[src/rtl/chan_ctrl_pkg.sv]
package chan_ctrl_pkg;
  localparam logic [7:0] OFS_CTRL    = 8'h00;
  localparam logic [7:0] OFS_REQ_EN  = 8'h0C;
  localparam logic [7:0] OFS_ERR_EN  = 8'h14;
  localparam logic [7:0] OFS_CLR_EEN = 8'h18;
  localparam logic [7:0] OFS_SET_EEN = 8'h19;
  localparam logic [7:0] OFS_CLR_REQ = 8'h1A;
  localparam logic [7:0] OFS_SET_REQ = 8'h1B;
  localparam logic [7:0] OFS_CLR_ERR = 8'h1E;
  localparam logic [7:0] OFS_CLR_INT = 8'h1F;
  localparam logic [7:0] OFS_INT     = 8'h24;
  localparam logic [7:0] OFS_ERR     = 8'h2C;

  localparam int CTRL_RR_BIT   = 2;
  localparam int CTRL_HOE_BIT  = 4;
  localparam int CTRL_HALT_BIT = 5;
  localparam logic [31:0] CTRL_WMASK = 32'h0003_00FE;

  typedef enum logic [2:0] {
    CMD_NONE, CMD_SET_REQ, CMD_CLR_REQ, CMD_SET_EEN, CMD_CLR_EEN, CMD_CLR_INT, CMD_CLR_ERR
  } cmd_e;

  function automatic int unsigned low_idx(input logic [31:0] v);
    int unsigned r;
    r = 0;
    for (int i = 31; i >= 0; i--) if (v[i]) r = i;
    return r;
  endfunction
endpackage

[src/rtl/chan_cmd_decode.sv]
module chan_cmd_decode #(
  parameter int NCH    = 32,
  parameter int ADDR_W = 8,
  localparam int CH_W  = $clog2(NCH)
) (
  input  logic              clk_i,
  input  logic              rst_ni,
  input  logic              we_i,
  input  logic [ADDR_W-1:0] addr_i,
  input  logic [7:0]        byte_i,
  output logic [NCH-1:0]    set_req_o,
  output logic [NCH-1:0]    clr_req_o,
  output logic [NCH-1:0]    set_een_o,
  output logic [NCH-1:0]    clr_een_o,
  output logic [NCH-1:0]    clr_int_o,
  output logic [NCH-1:0]    clr_err_o
);
  import chan_ctrl_pkg::*;

  cmd_e            cmd;
  logic [CH_W-1:0] idx;
  logic [NCH-1:0]  sel;

  assign idx = byte_i[CH_W-1:0];

  always_comb begin
    cmd = CMD_NONE;
    if (we_i) begin
      if      (addr_i == ADDR_W'(OFS_SET_REQ)) cmd = CMD_SET_REQ;
      else if (addr_i == ADDR_W'(OFS_CLR_REQ)) cmd = CMD_CLR_REQ;
      else if (addr_i == ADDR_W'(OFS_SET_EEN)) cmd = CMD_SET_EEN;
      else if (addr_i == ADDR_W'(OFS_CLR_EEN)) cmd = CMD_CLR_EEN;
      else if (addr_i == ADDR_W'(OFS_CLR_INT)) cmd = CMD_CLR_INT;
      else if (addr_i == ADDR_W'(OFS_CLR_ERR)) cmd = CMD_CLR_ERR;
    end
  end

  for (genvar n = 0; n < NCH; n++) begin : g_sel
    assign sel[n] = (idx == CH_W'(n));
  end

  assign set_req_o = (cmd == CMD_SET_REQ) ? sel : '0;
  assign clr_req_o = (cmd == CMD_CLR_REQ) ? sel : '0;
  assign set_een_o = (cmd == CMD_SET_EEN) ? sel : '0;
  assign clr_een_o = (cmd == CMD_CLR_EEN) ? sel : '0;
  assign clr_int_o = (cmd == CMD_CLR_INT) ? sel : '0;
  assign clr_err_o = (cmd == CMD_CLR_ERR) ? sel : '0;


  cmd_onehot_chk: assert property (@(posedge clk_i) disable iff (!rst_ni)
    $onehot0(set_req_o | clr_req_o | set_een_o | clr_een_o | clr_int_o | clr_err_o));
endmodule

[src/rtl/chan_bits.sv]
module chan_bits #(
  parameter int NCH = 32
) (
  input  logic           clk_i,
  input  logic           rst_ni,
  input  logic [NCH-1:0] set_i,
  input  logic [NCH-1:0] clr_i,
  output logic [NCH-1:0] bits_o
);
  for (genvar n = 0; n < NCH; n++) begin : g_bit
    always_ff @(posedge clk_i or negedge rst_ni) begin
      if (!rst_ni)       bits_o[n] <= 1'b0;
      else if (set_i[n]) bits_o[n] <= 1'b1;  // set beats clear
      else if (clr_i[n]) bits_o[n] <= 1'b0;
    end
  end


  set_wins_chk: assert property (@(posedge clk_i) disable iff (!rst_ni)
    (set_i != '0) |=> ((bits_o & $past(set_i)) == $past(set_i)));

  clr_takes_chk: assert property (@(posedge clk_i) disable iff (!rst_ni)
    ((clr_i & ~set_i) != '0) |=> ((bits_o & $past(clr_i & ~set_i)) == '0));
endmodule

[src/rtl/chan_arbiter.sv]
module chan_arbiter #(
  parameter int NCH   = 32,
  localparam int CH_W = $clog2(NCH)
) (
  input  logic            clk_i,
  input  logic            rst_ni,
  input  logic [NCH-1:0]  elig_i,
  input  logic            rr_en_i,
  input  logic            halt_i,
  output logic            gnt_vld_o,
  output logic [CH_W-1:0] gnt_ch_o
);
  import chan_ctrl_pkg::*;

  logic [CH_W-1:0] last_q;
  logic [NCH-1:0]  hi_mask, hi_elig;
  logic [CH_W-1:0] pick;

  assign hi_mask = {NCH{1'b1}} << (int'(last_q) + 1);
  assign hi_elig = elig_i & hi_mask;

  always_comb begin
    if (rr_en_i && hi_elig != '0) pick = CH_W'(low_idx(32'(hi_elig)));
    else                          pick = CH_W'(low_idx(32'(elig_i)));
  end

  always_ff @(posedge clk_i or negedge rst_ni) begin
    if (!rst_ni) begin
      gnt_vld_o <= 1'b0;
      gnt_ch_o  <= '0;
      last_q    <= CH_W'(NCH - 1);
    end else if (!halt_i && elig_i != '0) begin
      gnt_vld_o <= 1'b1;
      gnt_ch_o  <= pick;
      last_q    <= pick;
    end else begin
      gnt_vld_o <= 1'b0;
    end
  end


  halt_blocks_chk: assert property (@(posedge clk_i) disable iff (!rst_ni)
    halt_i |=> !gnt_vld_o);

  fixed_lowest_chk: assert property (@(posedge clk_i) disable iff (!rst_ni)
    (!rr_en_i && !halt_i && elig_i != '0) |=>
      (gnt_vld_o && (($past(elig_i) & ~({NCH{1'b1}} << gnt_ch_o)) == '0)));
endmodule

[src/rtl/chan_ctrl_bank.sv]
module chan_ctrl_bank #(
  parameter int NCH    = 32,
  parameter int ADDR_W = 8,
  localparam int CH_W  = $clog2(NCH),
  localparam int DW    = 32
) (
  input  logic              clk_i,
  input  logic              rst_ni,
  input  logic              we_i,
  input  logic              re_i,
  input  logic [ADDR_W-1:0] addr_i,
  input  logic [DW-1:0]     wdata_i,
  output logic [DW-1:0]     rdata_o,
  input  logic [NCH-1:0]    periph_req_i,
  input  logic [NCH-1:0]    int_evt_i,
  input  logic [NCH-1:0]    err_evt_i,
  output logic              irq_o,
  output logic              err_irq_o,
  output logic              gnt_vld_o,
  output logic [CH_W-1:0]   gnt_ch_o
);
  import chan_ctrl_pkg::*;

  logic [NCH-1:0] set_req, clr_req, set_een, clr_een, clr_int, clr_err;
  logic [NCH-1:0] req_en, err_en, int_pend, err_pend;
  logic [DW-1:0]  ctrl_q, rd_d;
  logic           halt;

  chan_cmd_decode #(.NCH(NCH), .ADDR_W(ADDR_W)) u_dec (
    .clk_i, .rst_ni, .we_i, .addr_i, .byte_i(wdata_i[7:0]),
    .set_req_o(set_req), .clr_req_o(clr_req), .set_een_o(set_een),
    .clr_een_o(clr_een), .clr_int_o(clr_int), .clr_err_o(clr_err)
  );

  chan_bits #(.NCH(NCH)) u_req (.clk_i, .rst_ni, .set_i(set_req),   .clr_i(clr_req), .bits_o(req_en));
  chan_bits #(.NCH(NCH)) u_een (.clk_i, .rst_ni, .set_i(set_een),   .clr_i(clr_een), .bits_o(err_en));
  chan_bits #(.NCH(NCH)) u_int (.clk_i, .rst_ni, .set_i(int_evt_i), .clr_i(clr_int), .bits_o(int_pend));
  chan_bits #(.NCH(NCH)) u_err (.clk_i, .rst_ni, .set_i(err_evt_i), .clr_i(clr_err), .bits_o(err_pend));

  always_ff @(posedge clk_i or negedge rst_ni) begin
    if (!rst_ni)                                    ctrl_q <= '0;
    else if (we_i && addr_i == ADDR_W'(OFS_CTRL))   ctrl_q <= wdata_i & CTRL_WMASK;
  end

  assign halt = ctrl_q[CTRL_HALT_BIT] | (ctrl_q[CTRL_HOE_BIT] & (|err_pend));

  chan_arbiter #(.NCH(NCH)) u_arb (
    .clk_i, .rst_ni, .elig_i(req_en & periph_req_i), .rr_en_i(ctrl_q[CTRL_RR_BIT]),
    .halt_i(halt), .gnt_vld_o, .gnt_ch_o
  );

  assign irq_o     = |int_pend;
  assign err_irq_o = |(err_pend & err_en);

  always_comb begin
    rd_d = '0;
    if      (addr_i == ADDR_W'(OFS_CTRL))   rd_d = ctrl_q;
    else if (addr_i == ADDR_W'(OFS_REQ_EN)) rd_d = DW'(req_en);
    else if (addr_i == ADDR_W'(OFS_ERR_EN)) rd_d = DW'(err_en);
    else if (addr_i == ADDR_W'(OFS_INT))    rd_d = DW'(int_pend);
    else if (addr_i == ADDR_W'(OFS_ERR))    rd_d = DW'(err_pend);
  end

  always_ff @(posedge clk_i or negedge rst_ni) begin
    if (!rst_ni)   rdata_o <= '0;
    else if (re_i) rdata_o <= rd_d;
  end


  err_line_chk: assert property (@(posedge clk_i) disable iff (!rst_ni)
    err_irq_o |-> (err_en != '0));

  ctrl_mask_chk: assert property (@(posedge clk_i) disable iff (!rst_ni)
    (ctrl_q & ~CTRL_WMASK) == '0);
endmodule

[config.mk]
export PLATFORM = sky130hd
export DESIGN_NAME = chan_ctrl_bank
export DESIGN_NICKNAME = d
export VERILOG_FILES = /design/src/rtl/chan_ctrl_pkg.sv /design/src/rtl/chan_cmd_decode.sv /design/src/rtl/chan_bits.sv /design/src/rtl/chan_arbiter.sv /design/src/rtl/chan_ctrl_bank.sv
export SDC_FILE = /design/constraint.sdc
export NUM_CORES = 1
export LEC_CHECK = 0
export CAP_MARGIN = 20
export CORE_AREA = 2 2 150 152
export CTS_CLUSTER_SIZE = 24
export DETAILED_ROUTE_END_ITERATION = 7
export DIE_AREA = 0 0 152 154
export PLACE_DENSITY = 0.76
export SYNTH_ARGS = -nofsm -noshare
export SYNTH_HDL_FRONTEND = slang
export SYNTH_SLANG_ARGS = --single-unit
[constraint.sdc]
create_clock -name clk_i -period 4.15 [get_ports clk_i]
set_input_delay 0.83 -clock clk_i [delete_from_list [all_inputs] [get_ports clk_i]]
set_output_delay 0.83 -clock clk_i [all_outputs]
set_load 0.02 [all_outputs]
==> Yosys cells after proc, flatten, opt, wreduce, memory -nomap -nowiden <==
Index checks and enable logic that the tools add are counted.
{ "op_classes": {"n_addsub": 1, "n_mul": 0, "div_mod_pow": 0, "magnitude_cmp": 0, "eq_ne": 47, "shift": 1, "muxes": 340, "bitwise": 5, "n_reduce_logical": 139} }
{ "op_table": {"columns": ["cell", "count"], "rows": [
  ["$mux 32", 11],
  ["$mux 5", 65],
  ["$mux 1", 257],
  ["$reduce_bool 2->1", 128],
  ["$and 32x32->32", 3],
  ["$reduce_or 32->1", 3],
  ["$eq 5x5->1 const B", 16],
  ["$reduce_bool 32->1", 2],
  ["$eq 8x5->1 const B", 7],
  ["$eq 5x4->1 const B", 8],
  ["$shl 32x32->32 const A", 1],
  ["$mux 3", 7],
  ["$eq 5x3->1 const B", 4],
  ["$eq 8x6->1 const B", 2],
  ["$eq 5x2->1 const B", 2],
  ["$eq 3x3->1 const B", 3],
  ["$eq 8x4->1 const B", 1],
  ["$logic_not 8->1", 1],
  ["$add 5x1->6 const B", 1],
  ["$eq 3x2->1 const B", 2],
  ["$eq 5x1->1 const B", 1],
  ["$logic_not 5->1", 1],
  ["$eq 3x1->1 const B", 1],
  ["$logic_and 1x1->1", 3],
  ["other kinds (3)", 3]
]} }
{ "totals": {"register_bits": 180, "latchBits": 0, "ram_bits": 0, "rom_bits": 0, "inputBits": 140, "out_inout_bits": 40, "n_memories": 0} }

==> Logic depth before layout (Yosys ltp) <==
{ "logic_depth": {"ltp_word": 36, "ltp_mapped": 12, "depth_no_buf": 11} }

==> Hierarchy <==
Synthesis repeated with hierarchy kept, for this count alone.
{ "hier_totals": {"cells_unflattened": 1394, "area_unflattened_um2": 12597.1} }
{ "modules_own_cells": {"columns": ["mod", "instances", "cells_each", "area_each_um2", "seq_area_each_um2"], "rows": [
  ["chan_bits", 4, 96, 1161.1, 800.8],
  ["chan_ctrl_bank", 1, 390, 3467.1, 1026.0],
  ["chan_cmd_decode", 1, 328, 2354.8, 0.0],
  ["chan_arbiter", 1, 292, 2130.8, 281.5]
]} }

==> Worst setup path before layout <==
OpenSTA, ideal clock, no wires.
{ "synth_path": {"kind": "register to register", "from": "register u_arb.last_q[1]", "to": "register u_arb.gnt_ch_o[2]", "arrival_time_ns": 3.017, "required_ns": 4.031, "setup_slack_ns": 1.014, "stages_incl_launch_ff": 13, "path_cell_list": "dfstp_2 ha_1 inv_1 ha_1 buf_2 or3b_2 o32a_1 nand3_1 o221ai_1 nand2b_1 o31ai_4 o221ai_2 o21a_1"} }
{ "synth_via": {"elab_chain_cells": 36, "elab_cells_between_ends": 38} }
{ "synth_rtl": {"columns": ["item", "line_no", "text"], "rows": [
  ["start: declaration", "chan_arbiter.sv:15", "logic [CH_W-1:0] last_q;"],
  ["start signal: assignment", "chan_arbiter.sv:31", "last_q <= CH_W'(NCH - 1);"],
  ["start signal: assignment", "chan_arbiter.sv:35", "last_q <= pick;"],
  ["$add 5x1->6 *", "chan_arbiter.sv:19", "assign hi_mask = {NCH{1'b1}} << (int'(last_q) + 1);"],
  ["$shl 32x32->32 *", "chan_arbiter.sv:19", null],
  ["$and 32x32->32 *", "chan_arbiter.sv:20", "assign hi_elig = elig_i & hi_mask;"],
  ["$mux 5 (32 in a row)", "chan_ctrl_pkg.sv:26", "for (int i = 31; i >= 0; i--) if (v[i]) r = i;"],
  ["$mux 5 *", "chan_arbiter.sv:23", "if (rr_en_i && hi_elig != '0) pick = CH_W'(low_idx(32'(hi_elig)));"],
  ["end signal: assignment", "chan_arbiter.sv:34", "gnt_ch_o <= pick;"],
  ["end: declaration", "chan_arbiter.sv:11", "output logic [CH_W-1:0] gnt_ch_o"]
]} }
Every way passes the cells marked *; elsewhere a longest branch is shown, timed or not.
A chain may end at the register's enable or synchronous reset.

==> Worst setup path after layout <==
{ "layout_path": {"from": "register u_arb.last_q[1]", "to": "register u_arb.last_q[1]"} }
{ "layout_via": {"elab_chain_cells": 36, "elab_cells_between_ends": 38} }
{ "layout_rtl": {"columns": ["item", "line_no"], "rows": [
  ["$add 5x1->6 *", "chan_arbiter.sv:19"],
  ["$shl 32x32->32 *", "chan_arbiter.sv:19"],
  ["$and 32x32->32 *", "chan_arbiter.sv:20"],
  ["$mux 5 (32 in a row)", "chan_ctrl_pkg.sv:26"],
  ["$mux 5 *", "chan_arbiter.sv:23"]
]} }
Marks and branches as above.

==> out/results.ini <==
[yosys]
avgSynthCellArea_um2=9.08
ys_warn_count=0
yosysUniqueCellTypes=76
synth_area_leaders=dfrtp_1 46%, o21ai_0 11%, nand2_1 4.5%, nand2b_1 4.4%, a222oi_1 3.0%
synthFlopType=dfrtp_1
syn_inst=1058
ys_ff_latch=180
yosysMostFrequentCell=o21ai_0
netlist_area_um2=9610
synthArstFlopShare_pct=100
synth_edf_count=0
synth_nets=1202
synth_common_cells=213 x o21ai_0, 175 x dfrtp_1, 114 x nand2_1
netlist.area_leader.share_pct=45.6
post-synth-top-area-cell=dfrtp_1
ys_seq_area_share_pct=47.0

[clocking]
clk_pin_slew_ps=80
cts_inserted_buffers=17
max-clock-path-buffers=2
clk_latency_ps=430
clock_sinks=180
cts_hold_buffers=0
post_cts_buffers=0
cts_resized=0
cts_tree=yes
cts.htree.levels=4
clockRootBuffer=clkbuf_16

[die]
die_h_um=154
coreArea_um2=21700
die_x_um=152
initial_utilization_pct=44.3
die_area_um2=23400
rows=54
ioPinCount=180

[timing]
setup_viol=0
setup_tns_ps=0
maxSlewHeadroom_pct=48.6
period_share_pct=88.3
tightest_slew_ps=769
fin_crit_ps=3670
fin_worst_skew_ps=13.6
slew_violations=0
rsz0062_at_grt=no
fin_ws_ps=484
fmax_mhz=273
finalHoldViolCount=0

[worst_hold_path]
hold_path_class=in -> async

[final_layout]
drive_above_1_share_pct=7.38
num_antenna_cells=0
instances_no_fill=1500
areaGrowthSynthToFinish_pct=25.8
design_area_um2=12100
nets=1351

[grt]
antenna_found_initial=0
grt_pass1_wl_um=53200
grt_max_degree=83
grt_pass1_vias=9218
grt_use_total_pct=29.1
grt-ovfl-total=0

[setup_path]
r2r_start=u_arb.last_q[1]
criticalPathCategory=reg -> reg
arrival_ps=4030
required_ps=4510
worst_setup_path_start_kind=register
end_kind=register
reg2reg_depth=11
rr_endpoint=u_arb.last_q[1]
reg2reg_slack_ps=480
cp_max_fo=9

[detailed_routing]
antenna_left=0
drc=0
wl_per_cell_um=23.2
first_pass_iters=6
vias=9702
vias_per_cell=6.47
maxUsedRoutingLayer=met4
dr_wl_met2_um=15900
wirelength_met1_um=13700
finalWirelength_um=34800
drt-initial-drc-count=1526
route.met3.wl_um=3800

[place]
post_dp_cell_area_um2=11500
gp_congestion=0.957
dp_hpwl_um=26200
place_inst=1467
place_ws_ps=519
io_buffers=157

[power_and_ir_drop]
power_density_nw_per_um2=353
leakagePower_nw=4.51
power_mw=4.27
ir_drop_mv=0.272

[outcome]
outcome=complete, no violations

[run]
cap_violations=0

[worst max path at each step]
stage | start | to | cells after the start
6_report | u_arb.last_q[1] | u_arb.last_q[1] | 11
5_1_grt | u_arb.last_q[1] | u_arb.last_q[1] | 11
4_1_cts | u_arb.last_q[1] | u_arb.last_q[1] | 11
3_5_place_dp | u_arb.last_q[1] | u_arb.last_q[1] | 11
3_3_place_gp | addr_i[0] | rdata_o[7] | 9
2_1_floorplan | u_arb.last_q[1] | u_arb.gnt_ch_o[2] | 12
[critical path, stage by stage, from the launching register on]
cell and delay (ps):
dfstp_2 610, ha_1 340, inv_1 80, ha_1 450, or3b_2 490, o32a_1 180, nand3_1 130, o221ai_1 280
nand2b_1 290, o31ai_4 380, a31oi_1 190, a21oi_1 180
[logic make-up (layout without fill, tap and decap cells)]
logic type                 after synthesis  after routing  share of synthesized area, %
xor gates and xnor gates                 4              4                         0.638
and+or+nand+nor                        369            369                          19.8
AOI/OAI and AO/OA                      428            428                          27.9
adders and majority gates                4              4                         0.521
buffers and inverters                   60            222                          2.71
muxes                                   13             13                          1.47
DFF                                    180            180                          47.0
[cell usage in the layout (no fill, tap or decap), types with 5 or more instances in the layout]
cell	instances
inv_1	9
dfstp_2	5
and3_1	6
a31oi_1	33
a22o_1	5
clkbuf_16	17
a21oi_1	47
o211ai_1	7
buf_4	20
nor4_1	18
a21o_1	7
o21a_1	10
nand4_1	12
a221oi_1	6
nor3_1	6
nand3_1	23
mux2_2	9
clkdlybuf4s50_1	155
nor2b_1	9
a22oi_1	21
dfrtp_1	175
o21bai_1	5
o2111ai_1	6
o21ai_0	213
nand2_1	114
nand2b_1	68
nor2_1	63
inv_6	5
nor3b_1	8
and2_1	10
a222oi_1	29
[through the flow]
stage,hold WS (ps),util (%)
6_report,424,55.7
5_1_grt,476,55.7
4_1_cts,453,55.6
3_5_place_dp,479,52.9
3_3_place_gp,461,52.9
2_1_floorplan,479,-
[registers in the layout (all words and copies together) (netlist names)]
register	count
ctrl_q	9
rdata_o	32
u_arb.gnt_ch_o	5
u_arb.gnt_vld_o	1
u_arb.last_q	5
u_een.bits_o	32
u_err.bits_o	32
u_int.bits_o	32
u_req.bits_o	32
[final cells by class]
| class | count | area (um2) |
|---|---|---|
| clock buffers | 17 | 425 |
| well taps | 280 | 350 |
| fillers | 1919 | 9610 |
| flip-flops and latches | 180 | 4510 |
| inverters | 11 | 41.3 |
| repair buffers | 179 | 1760 |
| clock inverters | 15 | 156 |
| multi-input cells | 818 | 4840 |
[per-layer routing]
metal  GRT usage, %  vias to the layer above
met4           11.8                        0
met5              0                        -
met3           5.52                      107
met2           46.8                      675
li1               -                     4286
met1           38.8                     4634
[power by group]
| group | internal (mW) | total, mW | switching [mW] |
|---|---|---|---|
| Sequential | 1.82 | 1.90 | 0.0772 |
| Clock | 0.803 | 1.58 | 0.774 |
| Combinational | 0.318 | 0.791 | 0.473 |
No activity file was read; power rests on OpenSTA's default activity.
